**config.mk**
```make
export PLATFORM = sky130hd
export DESIGN_NAME = irig_frame_asm
export DESIGN_NICKNAME = d
export VERILOG_FILES = /design/src/rtl/irig_fa_pkg.sv /design/src/rtl/irig_fa_shifter.sv /design/src/rtl/irig_fa_digits.sv /design/src/rtl/irig_fa_second.sv /design/src/rtl/irig_frame_asm.sv
export SDC_FILE = /design/constraint.sdc
export NUM_CORES = 1
export LEC_CHECK = 0
export BUFFER_PORTS_ARGS = -buffer_cell sky130_fd_sc_hd__buf_2
export CELL_PAD_IN_SITES_DETAIL_PLACEMENT = 0
export CELL_PAD_IN_SITES_GLOBAL_PLACEMENT = 1
export CORE_ASPECT_RATIO = 0.75
export CORE_MARGIN = 1.5
export CORE_UTILIZATION = 49
export CTS_CLUSTER_SIZE = 12
export DETAILED_ROUTE_END_ITERATION = 8
export HOLD_SLACK_MARGIN = 0.08
export PLACE_DENSITY_LB_ADDON = 0.05
export SYNTH_ARGS = -nofsm -noshare
export SYNTH_HDL_FRONTEND = slang
export SYNTH_SLANG_ARGS = --single-unit
```
**constraint.sdc**
```tcl
create_clock -name clk_i -period 7.8 [get_ports clk_i]
set_clock_uncertainty 0.05 [all_clocks]
set_input_delay 1.56 -clock clk_i [delete_from_list [all_inputs] [get_ports clk_i]]
set_output_delay 1.56 -clock clk_i [all_outputs]
set_load 0.1 [all_outputs]
```
**src/rtl/irig_fa_pkg.sv**
```systemverilog
package irig_fa_pkg;
  typedef enum logic [1:0] {
    SYM_ZERO = 2'b00,
    SYM_ONE  = 2'b01,
    SYM_MARK = 2'b10,
    SYM_RSVD = 2'b11
  } sym_e;

  localparam int ERR_W      = 8;
  localparam int ERR_FRAME  = 0;
  localparam int ERR_SECNUM = 1;
  localparam int ERR_STATUS = 2;
  localparam int NIB        = 4;
endpackage

```
**src/rtl/irig_fa_shifter.sv**
```systemverilog
module irig_fa_shifter
  import irig_fa_pkg::*;
#(
  parameter int SUB_BITS = 10,
  parameter int NSUB     = 10,
  localparam int PW      = $clog2(SUB_BITS),
  localparam int SW      = $clog2(NSUB)
) (
  input  logic           clk_i,
  input  logic           rst_ni,
  input  logic           sym_valid_i,
  input  logic [1:0]     sym_i,
  output logic           sub_end_o,
  output logic           frame_end_o,
  output logic           frame_err_o,
  output logic [SW-1:0]  slot_o,
  output logic [NIB-1:0] lo_nib_o,
  output logic [NIB-1:0] hi_nib_o
);
  logic [SUB_BITS-1:0] sh_q, sh_nxt, aligned;
  logic                last_mark_q, is_one, is_mark, mark_pair;
  logic [PW-1:0]       pos_q, pos_eff;
  logic [SW-1:0]       sub_q, sub_eff;

  always_comb begin
    is_one    = (sym_i == SYM_ONE);
    is_mark   = (sym_i == SYM_MARK);
    mark_pair = sym_valid_i && is_mark && last_mark_q;
    sh_nxt    = {is_one, sh_q[SUB_BITS-1:1]};
    pos_eff   = mark_pair ? PW'(1) : pos_q;
    sub_eff   = mark_pair ? '0 : sub_q;
    frame_err_o = mark_pair && !(pos_q == PW'(1) && sub_q == '0);
    sub_end_o   = sym_valid_i && (pos_eff == '0);
    frame_end_o = sub_end_o && (sub_eff == '0);
    // first subframe also carries the start marker in bit 0
    aligned  = (sub_eff == SW'(1)) ? (sh_nxt >> 1) : sh_nxt;
    lo_nib_o = aligned[NIB-1:0];
    hi_nib_o = aligned[2*NIB:NIB+1];
    slot_o   = (sub_eff == '0) ? SW'(NSUB-1) : sub_eff - SW'(1);
  end

  always_ff @(posedge clk_i or negedge rst_ni) begin
    if (!rst_ni) begin
      sh_q        <= '0;
      last_mark_q <= 1'b0;
      pos_q       <= PW'(1);
      sub_q       <= '0;
    end else if (sym_valid_i) begin
      sh_q        <= sh_nxt;
      last_mark_q <= is_mark;
      if (pos_eff == PW'(SUB_BITS-1)) begin
        pos_q <= '0;
        sub_q <= (sub_eff == SW'(NSUB-1)) ? '0 : sub_eff + SW'(1);
      end else begin
        pos_q <= pos_eff + PW'(1);
        sub_q <= sub_eff;
      end
    end
  end

  assert_resync_R2: assert property (@(posedge clk_i) disable iff (!rst_ni)
    (sym_valid_i && sym_i == SYM_MARK && last_mark_q) |=> (pos_q == PW'(2) && sub_q == '0));
  assert_idle_hold_R9: assert property (@(posedge clk_i) disable iff (!rst_ni)
    !sym_valid_i |=> ($stable(sh_q) && $stable(pos_q) && $stable(sub_q) && $stable(last_mark_q)));
  assert_count_range_R3: assert property (@(posedge clk_i) disable iff (!rst_ni)
    (pos_q < PW'(SUB_BITS)) && (sub_q < SW'(NSUB)));
  assert_one_top_R1: assert property (@(posedge clk_i) disable iff (!rst_ni)
    (sym_valid_i && sym_i == SYM_ONE) |=> sh_q[SUB_BITS-1]);
  assert_zero_top_R1: assert property (@(posedge clk_i) disable iff (!rst_ni)
    (sym_valid_i && sym_i != SYM_ONE) |=> !sh_q[SUB_BITS-1]);
endmodule

```
**src/rtl/irig_fa_digits.sv**
```systemverilog
module irig_fa_digits
  import irig_fa_pkg::*;
#(
  parameter int NSUB = 10,
  localparam int SW  = $clog2(NSUB),
  localparam int NDIG = 2 * NSUB
) (
  input  logic              clk_i,
  input  logic              rst_ni,
  input  logic              we_i,
  input  logic [SW-1:0]     slot_i,
  input  logic [NIB-1:0]    lo_i,
  input  logic [NIB-1:0]    hi_i,
  output logic [NDIG*NIB-1:0] nib_o
);
  for (genvar g = 0; g < NSUB; g++) begin : g_slot
    logic [NIB-1:0] lo_q, hi_q;
    always_ff @(posedge clk_i or negedge rst_ni) begin
      if (!rst_ni) begin
        lo_q <= '0;
        hi_q <= '0;
      end else if (we_i && slot_i == SW'(g)) begin
        lo_q <= lo_i;
        hi_q <= hi_i;
      end
    end
    assign nib_o[(2*g)*NIB +: NIB]   = lo_q;
    assign nib_o[(2*g+1)*NIB +: NIB] = hi_q;

    assert_store_R4: assert property (@(posedge clk_i) disable iff (!rst_ni)
      (we_i && slot_i == SW'(g)) |=> (lo_q == $past(lo_i) && hi_q == $past(hi_i)));
  end
endmodule

```
**src/rtl/irig_fa_second.sv**
```systemverilog
module irig_fa_second
  import irig_fa_pkg::*;
#(
  parameter int NSUB      = 10,
  parameter int FAST_STEP = 1,
  parameter int SLOW_STEP = 10,
  parameter int SEC_MOD   = 60,
  localparam int NDIG     = 2 * NSUB,
  localparam int PRW      = $clog2(16 * 10)
) (
  input  logic                clk_i,
  input  logic                rst_ni,
  input  logic                frame_end_i,
  input  logic                frame_err_i,
  input  logic                slow_fmt_i,
  input  logic [NDIG*NIB-1:0] nib_i,
  output logic                sec_done_o,
  output logic                time_valid_o,
  output logic [ERR_W-1:0]    err_flags_o,
  output logic [7:0]          sec_o,
  output logic [7:0]          min_o,
  output logic [7:0]          hour_o,
  output logic [11:0]         day_o,
  output logic [3:0]          sync_digit_o,
  output logic [7:0]          year_o
);
  logic [ERR_W-1:0] acc_q, err_now;
  logic [PRW-1:0]   pred_q, pred_sum, pred_nxt, dec_sec;
  logic [7:0]       f_sec, f_min, f_hour, f_year;
  logic [11:0]      f_day;
  logic [3:0]       f_sync;
  logic             mism, status;

  function automatic logic [NIB-1:0] dig(input int k, input logic [NDIG*NIB-1:0] v);
    return v[k*NIB +: NIB];
  endfunction

  always_comb begin
    f_sec  = {dig(1, nib_i), dig(0, nib_i)};
    f_min  = {dig(3, nib_i), dig(2, nib_i)};
    f_hour = {dig(5, nib_i), dig(4, nib_i)};
    f_day  = {dig(8, nib_i), dig(7, nib_i), dig(6, nib_i)};
    f_sync = dig(11, nib_i);
    f_year = {dig(13, nib_i), dig(12, nib_i)};
    dec_sec  = PRW'(f_sec[7:4]) * PRW'(10) + PRW'(f_sec[3:0]);
    pred_sum = pred_q + (slow_fmt_i ? PRW'(SLOW_STEP) : PRW'(FAST_STEP));
    pred_nxt = (pred_sum >= PRW'(SEC_MOD)) ? pred_sum - PRW'(SEC_MOD) : pred_sum;
    mism     = (dec_sec != pred_nxt);
    status   = (f_day == '0) || (f_year != '0 && f_sync == '0);
    err_now  = acc_q;
    err_now[ERR_FRAME]  = acc_q[ERR_FRAME] | frame_err_i;
    err_now[ERR_SECNUM] = acc_q[ERR_SECNUM] | mism;
    err_now[ERR_STATUS] = acc_q[ERR_STATUS] | status;
  end

  always_ff @(posedge clk_i or negedge rst_ni) begin
    if (!rst_ni) begin
      acc_q <= '0; pred_q <= '0; sec_done_o <= 1'b0; time_valid_o <= 1'b0;
      err_flags_o <= '0; sec_o <= '0; min_o <= '0; hour_o <= '0;
      day_o <= '0; sync_digit_o <= '0; year_o <= '0;
    end else if (frame_end_i) begin
      sec_done_o   <= 1'b1;
      err_flags_o  <= err_now;
      time_valid_o <= (err_now == '0);
      acc_q        <= '0;
      pred_q       <= dec_sec;
      sec_o <= f_sec; min_o <= f_min; hour_o <= f_hour;
      day_o <= f_day; sync_digit_o <= f_sync; year_o <= f_year;
    end else begin
      sec_done_o <= 1'b0;
      if (frame_err_i) acc_q[ERR_FRAME] <= 1'b1;
    end
  end

  assert_strobe_R3: assert property (@(posedge clk_i) disable iff (!rst_ni)
    frame_end_i |=> sec_done_o);
  assert_no_stray_R3: assert property (@(posedge clk_i) disable iff (!rst_ni)
    !frame_end_i |=> !sec_done_o);
  assert_valid_clean_R8: assert property (@(posedge clk_i) disable iff (!rst_ni)
    time_valid_o |-> (err_flags_o == '0));
  assert_fields_hold_R8: assert property (@(posedge clk_i) disable iff (!rst_ni)
    !frame_end_i |=> ($stable(sec_o) && $stable(err_flags_o) && $stable(time_valid_o)));
endmodule

```
**src/rtl/irig_frame_asm.sv**
```systemverilog
module irig_frame_asm
  import irig_fa_pkg::*;
#(
  parameter int SUB_BITS  = 10,
  parameter int NSUB      = 10,
  parameter int FAST_STEP = 1,
  parameter int SLOW_STEP = 10,
  localparam int SW       = $clog2(NSUB),
  localparam int NDIG     = 2 * NSUB
) (
  input  logic        clk_i,
  input  logic        rst_ni,
  input  logic        sym_valid_i,
  input  logic [1:0]  sym_i,
  input  logic        slow_fmt_i,
  output logic        sec_done_o,
  output logic        time_valid_o,
  output logic [7:0]  err_flags_o,
  output logic [7:0]  sec_o,
  output logic [7:0]  min_o,
  output logic [7:0]  hour_o,
  output logic [11:0] day_o,
  output logic [3:0]  sync_digit_o,
  output logic [7:0]  year_o
);
  logic                sub_end, frame_end, frame_err;
  logic [SW-1:0]       slot;
  logic [NIB-1:0]      lo_nib, hi_nib;
  logic [NDIG*NIB-1:0] nibs;

  irig_fa_shifter #(.SUB_BITS(SUB_BITS), .NSUB(NSUB)) u_shift (
    .clk_i, .rst_ni, .sym_valid_i, .sym_i,
    .sub_end_o(sub_end), .frame_end_o(frame_end), .frame_err_o(frame_err),
    .slot_o(slot), .lo_nib_o(lo_nib), .hi_nib_o(hi_nib)
  );

  irig_fa_digits #(.NSUB(NSUB)) u_digits (
    .clk_i, .rst_ni, .we_i(sub_end), .slot_i(slot),
    .lo_i(lo_nib), .hi_i(hi_nib), .nib_o(nibs)
  );

  irig_fa_second #(.NSUB(NSUB), .FAST_STEP(FAST_STEP), .SLOW_STEP(SLOW_STEP)) u_second (
    .clk_i, .rst_ni, .frame_end_i(frame_end), .frame_err_i(frame_err),
    .slow_fmt_i, .nib_i(nibs), .sec_done_o, .time_valid_o, .err_flags_o,
    .sec_o, .min_o, .hour_o, .day_o, .sync_digit_o, .year_o
  );
endmodule

```
Word-level counts from Yosys, hierarchy flattened
Index checks and enable logic that the tools add are counted.
Widths: inputs -> output; s select.
{"block": "classes", "mux": 12, "n_lt_le_gt_ge": 1, "n_mul": 1, "n_addsub": 6, "bitwise_logic": 1, "n_eq_ne": 13, "shifts": 0, "n_reduce_logical": 25, "div": 0}
{"cell": "$mux 4", "count": 7}
{"cell": "$logic_not 4->1", "count": 5}
{"cell": "$logic_and 1x1->1", "count": 14}
{"cell": "$eq 4x1->1 const B", "count": 3}
{"cell": "$eq 4x3->1 const B", "count": 3}
{"cell": "$logic_not 12->1", "count": 1}
{"cell": "$mux 9", "count": 1}
{"cell": "$add 4x1->4 const B", "count": 2}
{"cell": "$add 8x4->8", "count": 1}
{"cell": "$add 8x8->8", "count": 1}
{"cell": "$eq 4x2->1 const B", "count": 2}
{"cell": "$eq 4x4->1 const B", "count": 2}
{"cell": "$ge 8x6->1 const B", "count": 1}
{"cell": "$logic_not 8->1", "count": 1}
{"cell": "$mux 8", "count": 1}
{"cell": "$ne 8x8->1", "count": 1}
{"cell": "$reduce_bool 8->1", "count": 1}
{"cell": "$sub 8x6->8 const B", "count": 1}
{"cell": "$mul 4x3->7 const B", "count": 1}
{"cell": "$sub 4x1->4 const B", "count": 1}
{"cell": "$mux 1", "count": 3}
{"cell": "$eq 2x1->1 const B", "count": 1}
{"cell": "$eq 2x2->1 const B", "count": 1}
{"cell": "$reduce_bool 2->1", "count": 1}
{"cell": "other kinds (3)", "count": 3}
{"block": "totals", "wordCells": 86, "latchBits": 0, "n_memories": 0, "regBits": 129, "mem_bits_ro": 0, "out_inout_bits": 58, "ramBits": 0}

Logic depth before layout (Yosys ltp)
{"block": "logic_depth", "depth_word": 8, "mapped_depth": 12}

Hierarchy
From an unflattened synthesis, not the netlist that was laid out.
{"block": "unflattened", "hier_cells": 544, "area_unflattened_um2": 7352.1}
{"module": "irig_fa_second", "area_each_um2": 3196.8, "cells_each": 250, "instances": 1, "seq_area_each_um2": 1526.5}
{"module": "irig_fa_digits", "area_each_um2": 3080.5, "cells_each": 187, "instances": 1, "seq_area_each_um2": 2001.9}
{"module": "irig_fa_shifter", "area_each_um2": 1074.8, "cells_each": 107, "instances": 1, "seq_area_each_um2": 451.7}

Worst setup path before layout
OpenSTA, ideal clock, no wires.
{"block": "synth_timing", "path_kind": "input -> register", "from": "in slow_fmt_i", "to": "reg u_second.time_valid_o", "path_slack_ps": 3703, "required_time_ps": 7684, "arrival_time_ps": 3982, "n_path_buf": 0, "path_stages": 12, "path_cell_list": "inv_1 -> ha_1 -> inv_1 -> fa_1 -> nand3b_2 -> a211oi_4 -> nand2_2 -> o41a_1 -> nor2_2 -> xnor2_1 -> nor4_2 -> a31o_1"}
{"block": "synth_between", "elab_chain_cells": 6}
{"element": "start: declaration", "line": "irig_frame_asm.sv:15", "source": "input logic slow_fmt_i,"}
{"element": "$mux 4 *", "line": "irig_fa_second.sv:46", "source": "pred_sum = pred_q + (slow_fmt_i ? PRW'(SLOW_STEP) : PRW'(FAST_STEP));"}
{"element": "$add 8x8->8 *", "line": "irig_fa_second.sv:46"}
{"element": "$sub 8x6->8 or $ge 8x6->1 (tied branches)", "line": "irig_fa_second.sv:47", "source": "pred_nxt = (pred_sum >= PRW'(SEC_MOD)) ? pred_sum - PRW'(SEC_MOD) : pred_sum;"}
{"element": "$mux 8 *", "line": "irig_fa_second.sv:47"}
{"element": "$ne 8x8->1 *", "line": "irig_fa_second.sv:48", "source": "mism = (dec_sec != pred_nxt);"}
{"element": "$logic_not 8->1 *", "line": "irig_fa_second.sv:64", "source": "time_valid_o <= (err_now == '0);"}
{"element": "end signal: assignment", "line": "irig_fa_second.sv:64"}
{"element": "end: declaration", "line": "irig_fa_second.sv:18", "source": "output logic time_valid_o,"}
Mark *: on every way between the ends. The rest lies on a longest branch, timed or not.
A chain may end at the register's enable or synchronous reset.

Worst setup path in the final report
Same ends and word-level chain as after synthesis.

==> flow_summary.toml <==
[setup_path]
cp.arrival_ps = 4410
critPathKind = "in -> reg"
r2r-start = "u_second.sec_o[0]"
critPathMaxStageDelay_ps = 450
worstSetupStartpoint = "slow_fmt_i"
worst-path-buf-inv = 3
cpMostUsedCell = "inv_1"
worstPathRequired_ps = 8100
crit_family = "compound AO/OA/AOI/OAI gates"
r2r_cells = 11
worstSetupEndpointType = "flip-flop"
r2r_slack_ps = 4670
timing.rr.end = "u_second.time_valid_o"
cp_cell_sequence = "buf_2 -> inv_1 -> ha_1 -> inv_1 -> fa_1 -> nand3b_2 -> a211oi_4 -> nand2_2 -> o41a_1 -> nor2_2 -> xnor2_1 -> nor4_2 -> a31o_1"
slowest_stage = "fa_1"
cp_max_fo = 5
start_kind = "primary input"

[placed_design]
dp_hpwl_mm = 8.82
port_buffers = 58
place_congestion = 0.794
post-place-ws_ps = 3290

[power]
clock_power_share_pct = 38.4
power_switching_uw = 746
pwr-share-seq_pct = 36.7
power_density_mw_per_mm2 = 318
p_int_mw = 1.44
p_leak_nw = 3.58
peakVddDrop_mv = 0.157
combPwrFrac_pct = 24.9
power_mw = 2.19
switching_share_pct = 34.1

[clock_network]
post_cts_resized = 0
cts.path.max_buffers = 2
path_clk_slew_ps = 60
worst_skew_pair.late_latency_ps = 410
h-tree-depth = 4
root_buffer = "clkbuf_16"
numCtsBuffers = 17
cts_hold_buf = 0
postCtsSetupBuffers = 0
numClockSinks = 127
cts_tree = "built"

[global_routing]
grt_overflow = 0
antenna_found_initial = 0
grt_usage_pct = 22.7
grt_pass1_wl_mm = 22.2
grt_util_met1_pct = 35.3
met3_usage_pct = 4.66
grt_max_degree = 66
grt-busiest-layer = "met1"
grt_pass1_vias = 4252
use_met2_pct = 32.2

[min_path]
holdPathEnd = "u_second.day_o[5]"
hold_class = "reg -> reg"
holdCritStartpoint = "u_second.day_o[5]"
min_path_cells = 2

[synth]
synth_edf_count = 0
yosys_register_bits = 127
yosysWarnings = 0
synthesis.instances = 616
avgSynthCellArea_um2 = 9.56
async_flop_share_pct = 100
synth_ff_type = "dfrtp_1"
synth_cell_types = 60
syn_area_mm2 = 0.00589
yosysSeqAreaShare_pct = 54.0

[timing]
slew_violations = 0
finalCritPeriodShare_pct = 52.7
worst_pin_slew_ps = 1180
timing.slew.headroom_pct = 20.8
setup_ws_ps = 3690
post-route-min-period_ps = 4110
setup_tns_ps = 0
fmax_ghz = 0.243
finalSetupViolations = 0
grt_setup_unrepaired = "false"
final_hold_viol_count = 0

[die]
rows = 34
die_x_um = 130
core-area_mm2 = 0.0117
start_util_pct = 50.5
dieArea_mm2 = 0.0127
io_pins = 64
die_height_um = 97.9

[final_layout]
nNetsFinal = 687
syn2layout_area_growth_pct = 17.1
antennaDiodeCount = 0
drive_above_1_share_pct = 18.5
finish.utilization_pct = 59.1

[drt]
route.detailed.vias_per_inst = 5.20
ant_nets = 0
avgRoutedWirePerCell_um = 15.5
dr_total_vias = 4378
drtIter0Drc = 234
first_pass_iters = 4
drt_wl_total_mm = 13.0
drcViolationCount = 0

[run_status]
status = "finished clean"

[flow_run]
drv_cap = 0
## power groups by stage
| stage | Combinational, mW | Sequential, mW | Clock, mW |
|---|---|---|---|
| after floorplan | 0.343 | 0.883 | 0 |
| after global placement | 0.538 | 0.809 | 0 |
| after detailed placement | 0.543 | 0.812 | 0 |
| after CTS | 0.546 | 0.802 | 0.855 |
| after global routing | 0.600 | 0.814 | 0.885 |
| final | 0.545 | 0.803 | 0.841 |
## cell usage after synthesis (2+ instances only)
master / number / share of area [%]
a211oi_1: 2 / 0.25
a21o_1: 4 / 0.51
a21oi_1: 31 / 2.6
a22oi_1: 3 / 0.38
a2bb2oi_1: 2 / 0.30
a311oi_1: 2 / 0.30
a31oi_1: 2 / 0.21
and2_1: 2 / 0.21
and2_4: 2 / 0.30
and3_1: 3 / 0.32
and4b_1: 2 / 0.34
buf_1: 3 / 0.19
buf_4: 9 / 1.1
clkbuf_1: 17 / 1.1
dfrtp_1: 126 / 54
fa_1: 3 / 1.0
ha_1: 11 / 2.3
inv_1: 14 / 0.89
mux2_2: 18 / 3.4
mux2i_1: 10 / 1.7
nand2_1: 194 / 12
nand2b_1: 3 / 0.32
nand3_1: 6 / 0.51
nand4_1: 2 / 0.21
nor2_1: 32 / 2.0
nor2b_1: 8 / 0.85
nor3_1: 3 / 0.25
nor3b_1: 4 / 0.51
nor4_1: 5 / 0.53
o21ai_0: 44 / 3.7
o2bb2ai_1: 2 / 0.30
or3_1: 3 / 0.32
xnor2_1: 10 / 1.5
xor2_1: 8 / 1.2
## sequential cells by signal, summed over array words and instances, names as in the netlist
register,flops
u_digits.g_slot.hi_q,24
u_digits.g_slot.lo_q,24
u_second.day_o,12
u_shift.sh_q,9
u_second.hour_o,8
u_second.min_o,8
u_second.sec_o,8
u_second.year_o,8
u_second.pred_q,7
u_second.sync_digit_o,4
u_shift.pos_q,4
u_shift.sub_q,4
u_second.err_flags_o,3
u_second.acc_q,1
u_second.sec_done_o,1
u_second.time_valid_o,1
u_shift.last_mark_q,1
## cells in the final DEF (no fill, tap or decap), drive strengths merged, types with 3 or more instances in the layout
master    Yosys  layout
nand3         6       6
a22oi         3       3
xor2          8       8
clkinvlp      0       4
and3          4       4
clkinv        0       5
and4b         4       4
or3           3       3
ha           11      11
xnor2        10      10
nor3          3       3
buf          14      60
a21o          4       4
inv          14      16
fa            3       3
and2          5       5
bufinv        0       4
nand2       195     195
conb          1       5
nor2b         8       8
mux2i        10      10
dfrtp       126     126
nor4          6       6
mux2         18      18
nor3b         4       4
clkbuf       18      17
a211oi        3       3
o21ai        44      44
nand2b        3       3
nor2         33      33
a21oi        31      31
## worst max-delay path by stage
stage	endpoint	slack [ps]	depth (start not counted)
5_1_grt	u_digits.g_slot[6].lo_q[2]	3420	8
4_1_cts	u_second.time_valid_o	3700	13
6_report	u_second.time_valid_o	3690	13
2_1_floorplan	u_second.time_valid_o	3700	12
3_3_place_gp	u_second.time_valid_o	3390	13
3_5_place_dp	u_second.time_valid_o	3290	13
## through the flow
| step | cell area, um2 | cells | hold WS, ps |
|---|---|---|---|
| finish | 6890 | 842 | 406 |
| global route | 6890 | 842 | 430 |
| CTS | 6890 | 842 | 413 |
| detailed placement | 6260 | 810 | 400 |
| global placement | 6260 | 810 | 395 |
| floorplan | 5900 | 620 | 396 |
## cell type report
type / instances / area (um2)
clock buffers: 17 / 425
well taps: 162 / 203
clock inverters: 15 / 211
inverters: 14 / 52.6
fillers: 1084 / 4760
repair buffers: 60 / 308
multi-input cells: 447 / 2510
flip-flops and latches: 127 / 3180
## tightest hold or removal path, cell delays in order, from the launching register on
cell	delay [ps]
dfrtp_1	330
nand2_1	50
nand2_1	50
## layer usage
layer / up-vias / wire [um]
met2: 107 / 5500
met1: 2098 / 6620
met4: 0 / 112
met5: - / 0
met3: 10 / 795
li1: 2163 / -
## cells by family (layout without fill, tap and decap cells)
kind of cell / Yosys count / after routing / share of synthesized area (%)
multiplexers: 28 / 28 / 5.14
buffers and inverters: 46 / 106 / 3.68
XOR/XNOR: 18 / 18 / 2.68
AO/OA/AOI/OAI: 102 / 102 / 10.3
adder cells (fa/ha/maj): 14 / 14 / 3.36
other: 1 / 5 / 0.0637
AND/OR/NAND/NOR: 280 / 280 / 20.8
flip-flops: 127 / 127 / 54.0
Note: power is estimated with default switching activity, not from simulation.
